### src/rtl/lq_order_pkg.sv
package lq_order_pkg;
  // direction of a head/tail run over the ring
  typedef enum logic {WALK_FWD = 1'b0, WALK_BWD = 1'b1} lq_walk_e;

  localparam int unsigned LQ_DEPTH_DEF   = 8;
  localparam int unsigned LQ_SEQ_W_DEF   = 8;
  localparam int unsigned LQ_ADDR_W_DEF  = 16;
  localparam int unsigned LQ_GRAN_DEF    = 8;
  localparam int unsigned LQ_SQ_DEPTH_DEF = 8;
endpackage

### src/rtl/lq_edge_walk.sv
// Counts the run of entries at one end of the ring that satisfy the
// retire condition: forward from the head (seq <= thr) or backward
// from the tail (seq > thr). Stops at the first entry that fails.
module lq_edge_walk
  import lq_order_pkg::*;
#(
  parameter int unsigned DEPTH = 8,
  parameter int unsigned SEQ_W = 8,
  parameter lq_walk_e    DIR   = WALK_FWD,
  localparam int unsigned IDX_W = $clog2(DEPTH),
  localparam int unsigned CNT_W = IDX_W + 1
) (
  input  logic [IDX_W-1:0]            edge_idx,
  input  logic [CNT_W-1:0]            occ,
  input  logic [DEPTH-1:0][SEQ_W-1:0] seq_vec,
  input  logic [SEQ_W-1:0]            thr,
  output logic [CNT_W-1:0]            run_len,
  output logic [DEPTH-1:0]            run_mask
);
  logic             going;
  logic [IDX_W-1:0] pos;
  logic             cond;

  always_comb begin
    going    = 1'b1;
    run_len  = '0;
    run_mask = '0;
    pos      = '0;
    cond     = 1'b0;
    for (int k = 0; k < DEPTH; k++) begin
      if (DIR == WALK_FWD) begin
        pos  = edge_idx + IDX_W'(k);
        cond = (seq_vec[pos] <= thr);
      end else begin
        pos  = edge_idx - IDX_W'(k + 1);
        cond = (seq_vec[pos] > thr);
      end
      if (going && (CNT_W'(k) < occ) && cond) begin
        run_len       = run_len + CNT_W'(1);
        run_mask[pos] = 1'b1;
      end else begin
        going = 1'b0;
      end
    end
  end
endmodule

### src/rtl/lq_order_scan.sv
// Window mask from start to tail (exclusive, wrapping), granule compare,
// then pick the match nearest the start position.
module lq_order_scan #(
  parameter int unsigned DEPTH      = 8,
  parameter int unsigned ADDR_W     = 16,
  parameter int unsigned GRAN_SHIFT = 8,
  localparam int unsigned IDX_W = $clog2(DEPTH),
  localparam int unsigned TAG_W = ADDR_W - GRAN_SHIFT
) (
  input  logic [IDX_W-1:0]             start_idx,
  input  logic [IDX_W-1:0]             tail_idx,
  input  logic [DEPTH-1:0]             vld_vec,
  input  logic [DEPTH-1:0]             av_vec,
  input  logic [DEPTH-1:0][ADDR_W-1:0] addr_vec,
  input  logic [ADDR_W-1:0]            st_addr,
  output logic                         hit,
  output logic [IDX_W-1:0]             hit_idx
);
  logic [DEPTH-1:0] in_win;
  logic [DEPTH-1:0] match;
  logic [TAG_W-1:0] st_tag;
  logic             no_wrap;

  assign st_tag  = st_addr[ADDR_W-1:GRAN_SHIFT];
  assign no_wrap = (start_idx <= tail_idx);

  for (genvar i = 0; i < DEPTH; i++) begin : g_cmp
    logic ge_start, lt_tail;
    assign ge_start  = (IDX_W'(i) >= start_idx);
    assign lt_tail   = (IDX_W'(i) <  tail_idx);
    assign in_win[i] = no_wrap ? (ge_start && lt_tail) : (ge_start || lt_tail);
    assign match[i]  = in_win[i] && vld_vec[i] && av_vec[i] &&
                       (addr_vec[i][ADDR_W-1:GRAN_SHIFT] == st_tag);
  end

  logic [IDX_W-1:0] pos;
  always_comb begin
    hit     = 1'b0;
    hit_idx = '0;
    pos     = '0;
    for (int k = 0; k < DEPTH; k++) begin
      pos = start_idx + IDX_W'(k);
      if (!hit && match[pos]) begin
        hit     = 1'b1;
        hit_idx = pos;
      end
    end
  end
endmodule

### src/rtl/lq_order_queue.sv
module lq_order_queue
  import lq_order_pkg::*;
#(
  parameter int unsigned DEPTH      = LQ_DEPTH_DEF,
  parameter int unsigned SEQ_W      = LQ_SEQ_W_DEF,
  parameter int unsigned ADDR_W     = LQ_ADDR_W_DEF,
  parameter int unsigned GRAN_SHIFT = LQ_GRAN_DEF,
  parameter int unsigned SQ_DEPTH   = LQ_SQ_DEPTH_DEF,
  localparam int unsigned IDX_W    = $clog2(DEPTH),
  localparam int unsigned CNT_W    = IDX_W + 1,
  localparam int unsigned SQ_IDX_W = $clog2(SQ_DEPTH),
  localparam int unsigned SQ_CNT_W = $clog2(SQ_DEPTH + 1),
  localparam int unsigned FREE_W   = (CNT_W > SQ_CNT_W) ? CNT_W : SQ_CNT_W
) (
  input  logic                 clk,
  input  logic                 rst_n,
  input  logic                 alloc_valid,
  input  logic [SEQ_W-1:0]     alloc_seq,
  input  logic [SQ_IDX_W-1:0]  sq_tail_in,
  input  logic                 sq_empty_in,
  output logic [IDX_W-1:0]     alloc_lq_idx,
  output logic [SQ_IDX_W:0]    alloc_sq_tag,
  output logic                 lq_full,
  input  logic [SQ_CNT_W-1:0]  sq_free_in,
  output logic [FREE_W-1:0]    free_slots,
  output logic [CNT_W-1:0]     lq_count,
  output logic [IDX_W-1:0]     lq_head,
  input  logic                 wb_valid,
  input  logic [IDX_W-1:0]     wb_idx,
  input  logic [ADDR_W-1:0]    wb_addr,
  input  logic                 st_valid,
  input  logic [ADDR_W-1:0]    st_addr,
  input  logic [IDX_W-1:0]     st_lq_idx,
  output logic                 st_fault,
  output logic                 viol_valid,
  output logic [IDX_W-1:0]     viol_idx,
  output logic [SEQ_W-1:0]     viol_seq,
  input  logic                 viol_rd,
  input  logic                 commit_valid,
  input  logic [SEQ_W-1:0]     commit_seq,
  input  logic                 squash_valid,
  input  logic [SEQ_W-1:0]     squash_seq,
  input  logic                 blk_set,
  input  logic [SEQ_W-1:0]     blk_seq,
  output logic                 load_blocked
);
  // ---------------- state ----------------
  logic [IDX_W-1:0]             head_q, head_d;
  logic [IDX_W-1:0]             tail_q, tail_d;
  logic [CNT_W-1:0]             cnt_q, cnt_d;
  logic [DEPTH-1:0]             vld_q, vld_d;
  logic [DEPTH-1:0]             av_q, av_d;
  logic [DEPTH-1:0][SEQ_W-1:0]  seq_q;
  logic [DEPTH-1:0][ADDR_W-1:0] addr_q;
  logic                         vv_q, vv_d;
  logic [IDX_W-1:0]             vidx_q, vidx_d;
  logic [SEQ_W-1:0]             vseq_q, vseq_d;
  logic                         blk_q, blk_d;
  logic [SEQ_W-1:0]             bseq_q, bseq_d;

  // ---------------- control ----------------
  logic             sq_go, cm_go, al_go, scan_go;
  logic [CNT_W-1:0] n_cm, n_sq;
  logic [DEPTH-1:0] m_cm, m_sq;
  logic             scan_hit;
  logic [IDX_W-1:0] scan_idx;

  assign lq_full  = (cnt_q == CNT_W'(DEPTH - 1));
  assign sq_go    = squash_valid;
  assign cm_go    = commit_valid && !squash_valid;
  assign al_go    = alloc_valid && !squash_valid && !lq_full;
  assign scan_go  = st_valid && !vv_q;

  lq_edge_walk #(.DEPTH(DEPTH), .SEQ_W(SEQ_W), .DIR(WALK_FWD)) u_commit_walk (
    .edge_idx (head_q),
    .occ      (cnt_q),
    .seq_vec  (seq_q),
    .thr      (commit_seq),
    .run_len  (n_cm),
    .run_mask (m_cm)
  );

  lq_edge_walk #(.DEPTH(DEPTH), .SEQ_W(SEQ_W), .DIR(WALK_BWD)) u_squash_walk (
    .edge_idx (tail_q),
    .occ      (cnt_q),
    .seq_vec  (seq_q),
    .thr      (squash_seq),
    .run_len  (n_sq),
    .run_mask (m_sq)
  );

  lq_order_scan #(.DEPTH(DEPTH), .ADDR_W(ADDR_W), .GRAN_SHIFT(GRAN_SHIFT)) u_scan (
    .start_idx (st_lq_idx),
    .tail_idx  (tail_q),
    .vld_vec   (vld_q),
    .av_vec    (av_q),
    .addr_vec  (addr_q),
    .st_addr   (st_addr),
    .hit       (scan_hit),
    .hit_idx   (scan_idx)
  );

  // ---------------- outputs ----------------
  logic [FREE_W-1:0] lq_free, sq_free, min_free;
  assign lq_free  = FREE_W'(DEPTH) - FREE_W'(cnt_q);
  assign sq_free  = FREE_W'(sq_free_in);
  assign min_free = (lq_free < sq_free) ? lq_free : sq_free;
  assign free_slots = min_free - FREE_W'(1);

  assign alloc_lq_idx = tail_q;
  assign alloc_sq_tag = sq_empty_in ? '1 : {1'b0, sq_tail_in};
  assign lq_count     = cnt_q;
  assign lq_head      = head_q;
  assign st_fault     = scan_go && scan_hit;
  assign viol_valid   = vv_q;
  assign viol_idx     = vidx_q;
  assign viol_seq     = vseq_q;
  assign load_blocked = blk_q;

  // ---------------- next state ----------------
  always_comb begin
    head_d = head_q;
    tail_d = tail_q;
    cnt_d  = cnt_q;
    vld_d  = vld_q;
    av_d   = av_q;
    if (sq_go) begin
      tail_d = tail_q - IDX_W'(n_sq);
      cnt_d  = cnt_q - n_sq;
      vld_d  = vld_q & ~m_sq;
    end else begin
      if (cm_go) begin
        head_d = head_q + IDX_W'(n_cm);
        vld_d  = vld_d & ~m_cm;
      end
      cnt_d = cnt_q - (cm_go ? n_cm : '0) + (al_go ? CNT_W'(1) : '0);
      if (al_go) begin
        tail_d        = tail_q + IDX_W'(1);
        vld_d[tail_q] = 1'b1;
      end
    end
    if (wb_valid) av_d[wb_idx] = 1'b1;
    if (al_go)    av_d[tail_q] = 1'b0;
  end

  always_comb begin
    vv_d   = vv_q;
    vidx_d = vidx_q;
    vseq_d = vseq_q;
    if (st_fault) begin
      vv_d   = 1'b1;
      vidx_d = scan_idx;
      vseq_d = seq_q[scan_idx];
    end else if (viol_rd) begin
      vv_d = 1'b0;
    end
  end

  always_comb begin
    blk_d  = blk_q;
    bseq_d = bseq_q;
    if (blk_set) begin
      blk_d  = 1'b1;
      bseq_d = blk_seq;
    end else if (squash_valid && blk_q && (squash_seq < bseq_q)) begin
      blk_d = 1'b0;
    end
  end

  // ---------------- registers ----------------
  always_ff @(posedge clk or negedge rst_n) begin
    if (!rst_n) begin
      head_q <= '0;
      tail_q <= '0;
      cnt_q  <= '0;
      vld_q  <= '0;
      av_q   <= '0;
      vv_q   <= 1'b0;
      vidx_q <= '0;
      vseq_q <= '0;
      blk_q  <= 1'b0;
      bseq_q <= '0;
    end else begin
      head_q <= head_d;
      tail_q <= tail_d;
      cnt_q  <= cnt_d;
      vld_q  <= vld_d;
      av_q   <= av_d;
      vv_q   <= vv_d;
      vidx_q <= vidx_d;
      vseq_q <= vseq_d;
      blk_q  <= blk_d;
      bseq_q <= bseq_d;
    end
  end

  always_ff @(posedge clk) begin
    if (al_go)    seq_q[tail_q]  <= alloc_seq;
    if (wb_valid) addr_q[wb_idx] <= wb_addr;
  end

  // ---------------- assertions ----------------
  assert_no_overflow_R1: assert property (@(posedge clk) disable iff (!rst_n)
    (lq_full && alloc_valid && !commit_valid && !squash_valid) |=> $stable(tail_q));

  assert_occ_bound_R1: assert property (@(posedge clk) disable iff (!rst_n)
    cnt_q <= CNT_W'(DEPTH - 1));

  assert_ptr_count_R2: assert property (@(posedge clk) disable iff (!rst_n)
    (cnt_q == CNT_W'(IDX_W'(tail_q - head_q))));

  assert_squash_wins_R6: assert property (@(posedge clk) disable iff (!rst_n)
    (squash_valid && alloc_valid) |=> (cnt_q <= $past(cnt_q)));

  assert_fault_latch_R7: assert property (@(posedge clk) disable iff (!rst_n)
    st_fault |=> (vv_q && (vidx_q == $past(scan_idx))));

  assert_hold_viol_R8: assert property (@(posedge clk) disable iff (!rst_n)
    (vv_q && !viol_rd) |=> (vv_q && $stable(vidx_q) && $stable(vseq_q)));

  assert_read_clear_R9: assert property (@(posedge clk) disable iff (!rst_n)
    (vv_q && viol_rd) |=> !vv_q);

  assert_blk_hold_R11: assert property (@(posedge clk) disable iff (!rst_n)
    (blk_q && !squash_valid) |=> blk_q);
endmodule

### config.mk
export PLATFORM = sky130hd
export DESIGN_NAME = lq_order_queue
export DESIGN_NICKNAME = d
export VERILOG_FILES = /design/src/rtl/lq_order_pkg.sv /design/src/rtl/lq_edge_walk.sv /design/src/rtl/lq_order_scan.sv /design/src/rtl/lq_order_queue.sv
export SDC_FILE = /design/constraint.sdc
export NUM_CORES = 1
export LEC_CHECK = 0
export BUFFER_PORTS_ARGS = -buffer_cell sky130_fd_sc_hd__buf_2
export CAP_MARGIN = 20
export CORE_MARGIN = 2
export CORE_UTILIZATION = 39
export CTS_BUF_LIST = sky130_fd_sc_hd__clkbuf_4 sky130_fd_sc_hd__clkbuf_8
export CTS_CLUSTER_DIAMETER = 200
export DETAILED_ROUTE_END_ITERATION = 10
export HOLD_SLACK_MARGIN = 0.06
export SLEW_MARGIN = 40
export SYNTH_ARGS = -nofsm -noshare
export SYNTH_HDL_FRONTEND = slang
export SYNTH_SLANG_ARGS = --single-unit
### constraint.sdc
create_clock -name clk -period 10.5 [get_ports clk]
set_input_delay 1.575 -clock clk [delete_from_list [all_inputs] [get_ports clk]]
set_output_delay 1.575 -clock clk [all_outputs]
set_load 0.005 [all_outputs]
# == Word level (Yosys, flattened, before mapping) ==
# Index checks and enable logic that the tools add are counted.
# totals
output_inout_bits,33
register_bits,239
latch_bits,0
mem_count,0
romBits,0
mem_bits_rw,0
# op_classes
n_eq_ne,9
bitwise,23
shift,0
n_div,0
mul,0
addsub,43
mux,177
order_cmp,86
reduce_logical,115
# ops
op,count
$bmux W8 S3,17
$mux W8,40
$bwmux W128,1
$or A8 B8 Y8,16
$lt A3 B4 Y1 const B,26
$logic_and A1 B1 Y1,93
$mux W4,18
$bwmux W64,1
$eq A8 B8 Y1,8
$gt A8 B8 Y1,8
$le A8 B8 Y1,8
$mux W1,62
$add A4 B1 Y4 const B,14
$demux W1 S3,17
$ge A3 B1 Y1 const B,17
$demux W16 S3,1
$mux W3,10
$add A3 B3 Y3 const B,8
$and A8 B8 Y8,3
$bmux W1 S3,8
$demux W8 S3,1
$not A8 Y8,3
$lt A3 B4 Y1 const A,4
$mux W16,1
28 further kinds,68

# == Longest topological paths before layout ==
# logic_depth
word_depth,33
mapped_depth,46

# == Hierarchy ==
# Synthesis repeated with hierarchy kept, for this count alone.
# hier_totals
hier_cells,1870
hier_area_um2,20848.7
# modules_own_cells
mod,area_per_inst_um2,instances,cells_per_inst
lq_order_queue,9170.0,1,524
lq_edge_walk at u_squash_walk,4699.5,1,484
lq_edge_walk at u_commit_walk,4680.7,1,533
lq_order_scan,2298.5,1,329

# == Worst setup path after synthesis ==
# Ideal clock, no wire load.
# synth_timing
kind,reg2reg
startpoint,"register head_q[0], in the netlist lq_head[0]"
endpoint,"register cnt_q[3], in the netlist lq_count[3]"
n_path_buf,4
path_stages_with_launch,46
setup_slack_ns,0.394
t_arrival_ns,9.971
cell_sequence,dfrtp_1 clkbuf_1 buf_1 inv_1 ha_1 clkbuf_1 clkbuf_1 mux4_2 mux2_2 ha_1 nor2b_1 o21a_1 o21ai_0 nand2b_1 a21oi_1 o21ai_0 o21ai_0 and3_1 [... 10 more ...] mux2i_1 a221o_1 inv_1 ha_1 inv_1 mux2i_1 ha_1 mux2i_1 nand2b_1 ha_1 ha_1 a21o_1 a21oi_1 xnor2_1 nand2b_1 or4b_2 nand4_1 a21oi_1
# synth_between
elab_chain_cells,30
# synth_lines
item,line_no,text
start: declaration,lq_order_queue.sv:48,"logic [IDX_W-1:0] head_q, head_d;"
start signal: assignment,lq_order_queue.sv:173,head_q <= '0;
start signal: assignment,lq_order_queue.sv:184,head_q <= head_d;
"parallel branches: the longest is 25 deep, another holds $le A8 B8 Y1",--,
$mux W4 *,lq_edge_walk.sv:38,if (going && (CNT_W'(k) < occ) && cond) begin
$mux W4 *,lq_order_queue.sv:136,cnt_d = cnt_q - (cm_go ? n_cm : '0) + (al_go ? CNT_W'(1) : '0);
$sub A4 B4 Y4 *,lq_order_queue.sv:136,
$add A4 B1 Y4 *,lq_order_queue.sv:136,
$mux W4 *,lq_order_queue.sv:127,if (sq_go) begin
named net cnt_d[3],lq_order_queue.sv:50,"logic [CNT_W-1:0] cnt_q, cnt_d;"
end signal: assignment,lq_order_queue.sv:186,cnt_q <= cnt_d;
end: declaration,lq_order_queue.sv:50,
# Mark *: on every way through the listed nets, which the timed path passes. The select of a mux whose other input is x is not followed.
# A chain may end at the register's enable or synchronous reset.

# == Final worst setup path ==
# Same ends and word-level chain as after synthesis.

==> results.json <==
{
  "htreeDepth": 4,
  "grtUsageTotal_pct": 23.2,
  "antennaDiodeCount": 0,
  "final_cell_mix": "nand2_1, ha_1, mux4_2",
  "firstDrtPassIters": 6,
  "syn_nets": 2136,
  "wl_per_cell_um": 22.9,
  "cap_viol_max_count": 0,
  "drt_iter0_drc": 1695,
  "io_pins": 120,
  "outcome": "finished, final reports clean",
  "setup_tns_ps": 0,
  "finalWirelength_um": 58300,
  "powerDensity_mw_per_mm2": 335,
  "fin_util_pct": 42.9,
  "nets": 2200,
  "synthToLayoutAreaGrowth_pct": 8.92,
  "drc_errors": 0,
  "fp.dieH_um": 223,
  "min_path_type": "reg -> reg",
  "slew_viol_final": 0,
  "crit_path_end_kind": "flop",
  "hold_viol_final": 0,
  "leakagePower_nw": 8.28,
  "syn_area_per_cell_sq_um": 10.1,
  "place.gp.congestion": 0.935,
  "via_count": 15800,
  "post_cts_buffers": 0,
  "cpPeakStageDelay_ps": 580,
  "synth_edf_count": 128,
  "num_rows": 80,
  "cts_resized": 0,
  "antenna_found_initial": 2,
  "clk_pin_slew_ps": 110,
  "numCtsBuffers": 17,
  "die_area_sq_mm": 0.0499,
  "layout-drive-gt1-share_pct": 22.4,
  "start_kind": "flop",
  "finalCriticalPeriod_ps": 9420,
  "root_buffer": "clkbuf_8",
  "grt_max_degree": 102,
  "start_util_pct": 39.4,
  "skew_ps": 26.8,
  "rsz0062_at_grt": "false",
  "fmax_mhz": 106,
  "die_w_um": 223,
  "ant_nets": 0,
  "max_slew_margin_pct": 41.2,
  "synth.distinct_cells": 92,
  "netlist_area_sq_mm": 0.0188,
  "hpwlAfterDp_um": 44400,
  "ir_drop_v": 0.000164,
  "ys_seq_area_share_pct": 26.7,
  "synth_seq_cells": 175,
  "grt_first_pass_wirelength_um": 88900,
  "clockBufferDepth": 2,
  "core_area_sq_mm": 0.0476,
  "finalSetupViolCount": 0,
  "port_buffers": 103,
  "worst_slew_pin_slew_ps": 878,
  "cp.required_ps": 10870,
  "yosys_most_used_dff": "edfxtp_1",
  "fin_crit_sh_pct": 89.7,
  "async_flop_share_pct": 26.9,
  "tritoncts": "yes",
  "clkLatencyLatePin_ps": 510,
  "cts-hold-fix-buffers": 0,
  "critPathMaxFanout": 18,
  "worst-endpoint-arrival_ps": 9790,
  "path_class": "reg -> reg",
  "yosysWarnings": 0,
  "grt_overflow": 0,
  "layout_commonest_cell": "nand2_1",
  "timing.hold.ws_ps": 492,
  "synth_cells": 1851,
  "clock-sinks": 175,
  "first_global_vias": 15300,
  "crit_top_cell": "ha_1",
  "nFillCells": 4568,
  "crit_path_top_delay_cell": "mux4_2",
  "routed_via_density": 6.19
}
-- cells in the mapped netlist (all sizes together), types with 54 or more instances --
library cell | number | share of area (%)
a21oi | 76 | 2.0
clkbuf | 64 | 1.3
edfxtp | 128 | 20
ha | 194 | 13
inv | 77 | 1.5
mux2 | 76 | 4.6
mux2i | 54 | 2.9
mux4 | 135 | 16
nand2 | 254 | 5.1
nor2 | 93 | 1.9
o21ai | 72 | 1.9
xnor2 | 63 | 2.9
-- routing by layer --
layer / up-vias / track usage, % / part of all wire [%]
li1: 7190 / - / -
met1: 7817 / 31.5 / 42
met2: 650 / 37.8 / 47
met3: 96 / 3.70 / 7.5
met4: 0 / 7.91 / 3.1
met5: - / 0 / 0
-- critical path: cells and delay by family (launching register included) --
kind / cells / cell delay (ps)
compound gates: 7 / 1110
xor+xnor: 2 / 280
fa+ha+maj: 10 / 3020
buf+inv: 8 / 1190
flops: 1 / 430
mux: 6 / 1770
simple gates: 7 / 1500
-- final timing paths --
| check | start | end | slack, ps | cells after the start |
|---|---|---|---|---|
| setup / recovery | lq_head[0]$_DFFE_PN0P_ | lq_count[3]$_DFF_PN0_ | 1080 | 40 |
| max in group asynchronous | rst_n | lq_head[0]$_DFFE_PN0P_ | 8720 | 2 |
| hold / removal | load_blocked$_DFFE_PN0P_ | load_blocked$_DFFE_PN0P_ | 490 | 1 |
| setup reg to reg | lq_head[0]$_DFFE_PN0P_ | lq_count[3]$_DFF_PN0_ | 1080 | 40 |
| hold reg to reg | load_blocked$_DFFE_PN0P_ | load_blocked$_DFFE_PN0P_ | 490 | 1 |
| min in group asynchronous | rst_n | viol_seq[2]$_DFFE_PN0P_ | 1170 | 2 |
-- stage by stage --
stage               cells  setup slack (ps)  power (W)  area [sq um]
floorplan            1851               394    0.00498         18800
global placement     2510              1140    0.00615         20000
detailed placement   2510              1010    0.00630         20000
CTS                  2542              1070    0.00682         20400
global route         2543               526    0.00749         20500
finish               2543              1080    0.00685         20500
-- final cells by class --
| class | count | area [sq um] | area share [%] |
|---|---|---|---|
| clock inverters | 15 | 179 | 0.875 |
| repair buffers | 145 | 841 | 4.11 |
| inverters | 80 | 300 | 1.47 |
| clock buffers | 17 | 234 | 1.14 |
| flip-flops and latches | 175 | 5030 | 24.6 |
| well taps | 615 | 769 | 3.76 |
| multi-input cells | 1496 | 13100 | 64.1 |
-- flip-flops by register name, summed over array words and instances, names as in the netlist --
name,flops
addr_q,64
seq_q,64
av_q,8
bseq_q,8
viol_seq,8
vld_q,8
lq_count,4
alloc_lq_idx,3
lq_head,3
viol_idx,3
load_blocked,1
viol_valid,1
-- logic make-up after synthesis --
| kind of cell | count (synthesis) | synth area share, % |
|---|---|---|
| muxes | 265 | 23.7 |
| AOI/OAI and AO/OA | 348 | 12.8 |
| and+or+nand+nor | 581 | 14.6 |
| DFF | 175 | 26.7 |
| xor gates and xnor gates | 103 | 4.95 |
| adders and majority gates | 199 | 13.4 |
| buffers and inverters | 180 | 3.88 |
-- where the power goes --
group          total (W)  switching (W)  leakage, nW  internal, W
registers       0.000950       0.000102         1.72     0.000848
logic            0.00542        0.00296         6.35      0.00245
clock network   0.000487       0.000303        0.206     0.000184
total            0.00685        0.00337         8.28      0.00348
Power figures use the tool's default switching activity.
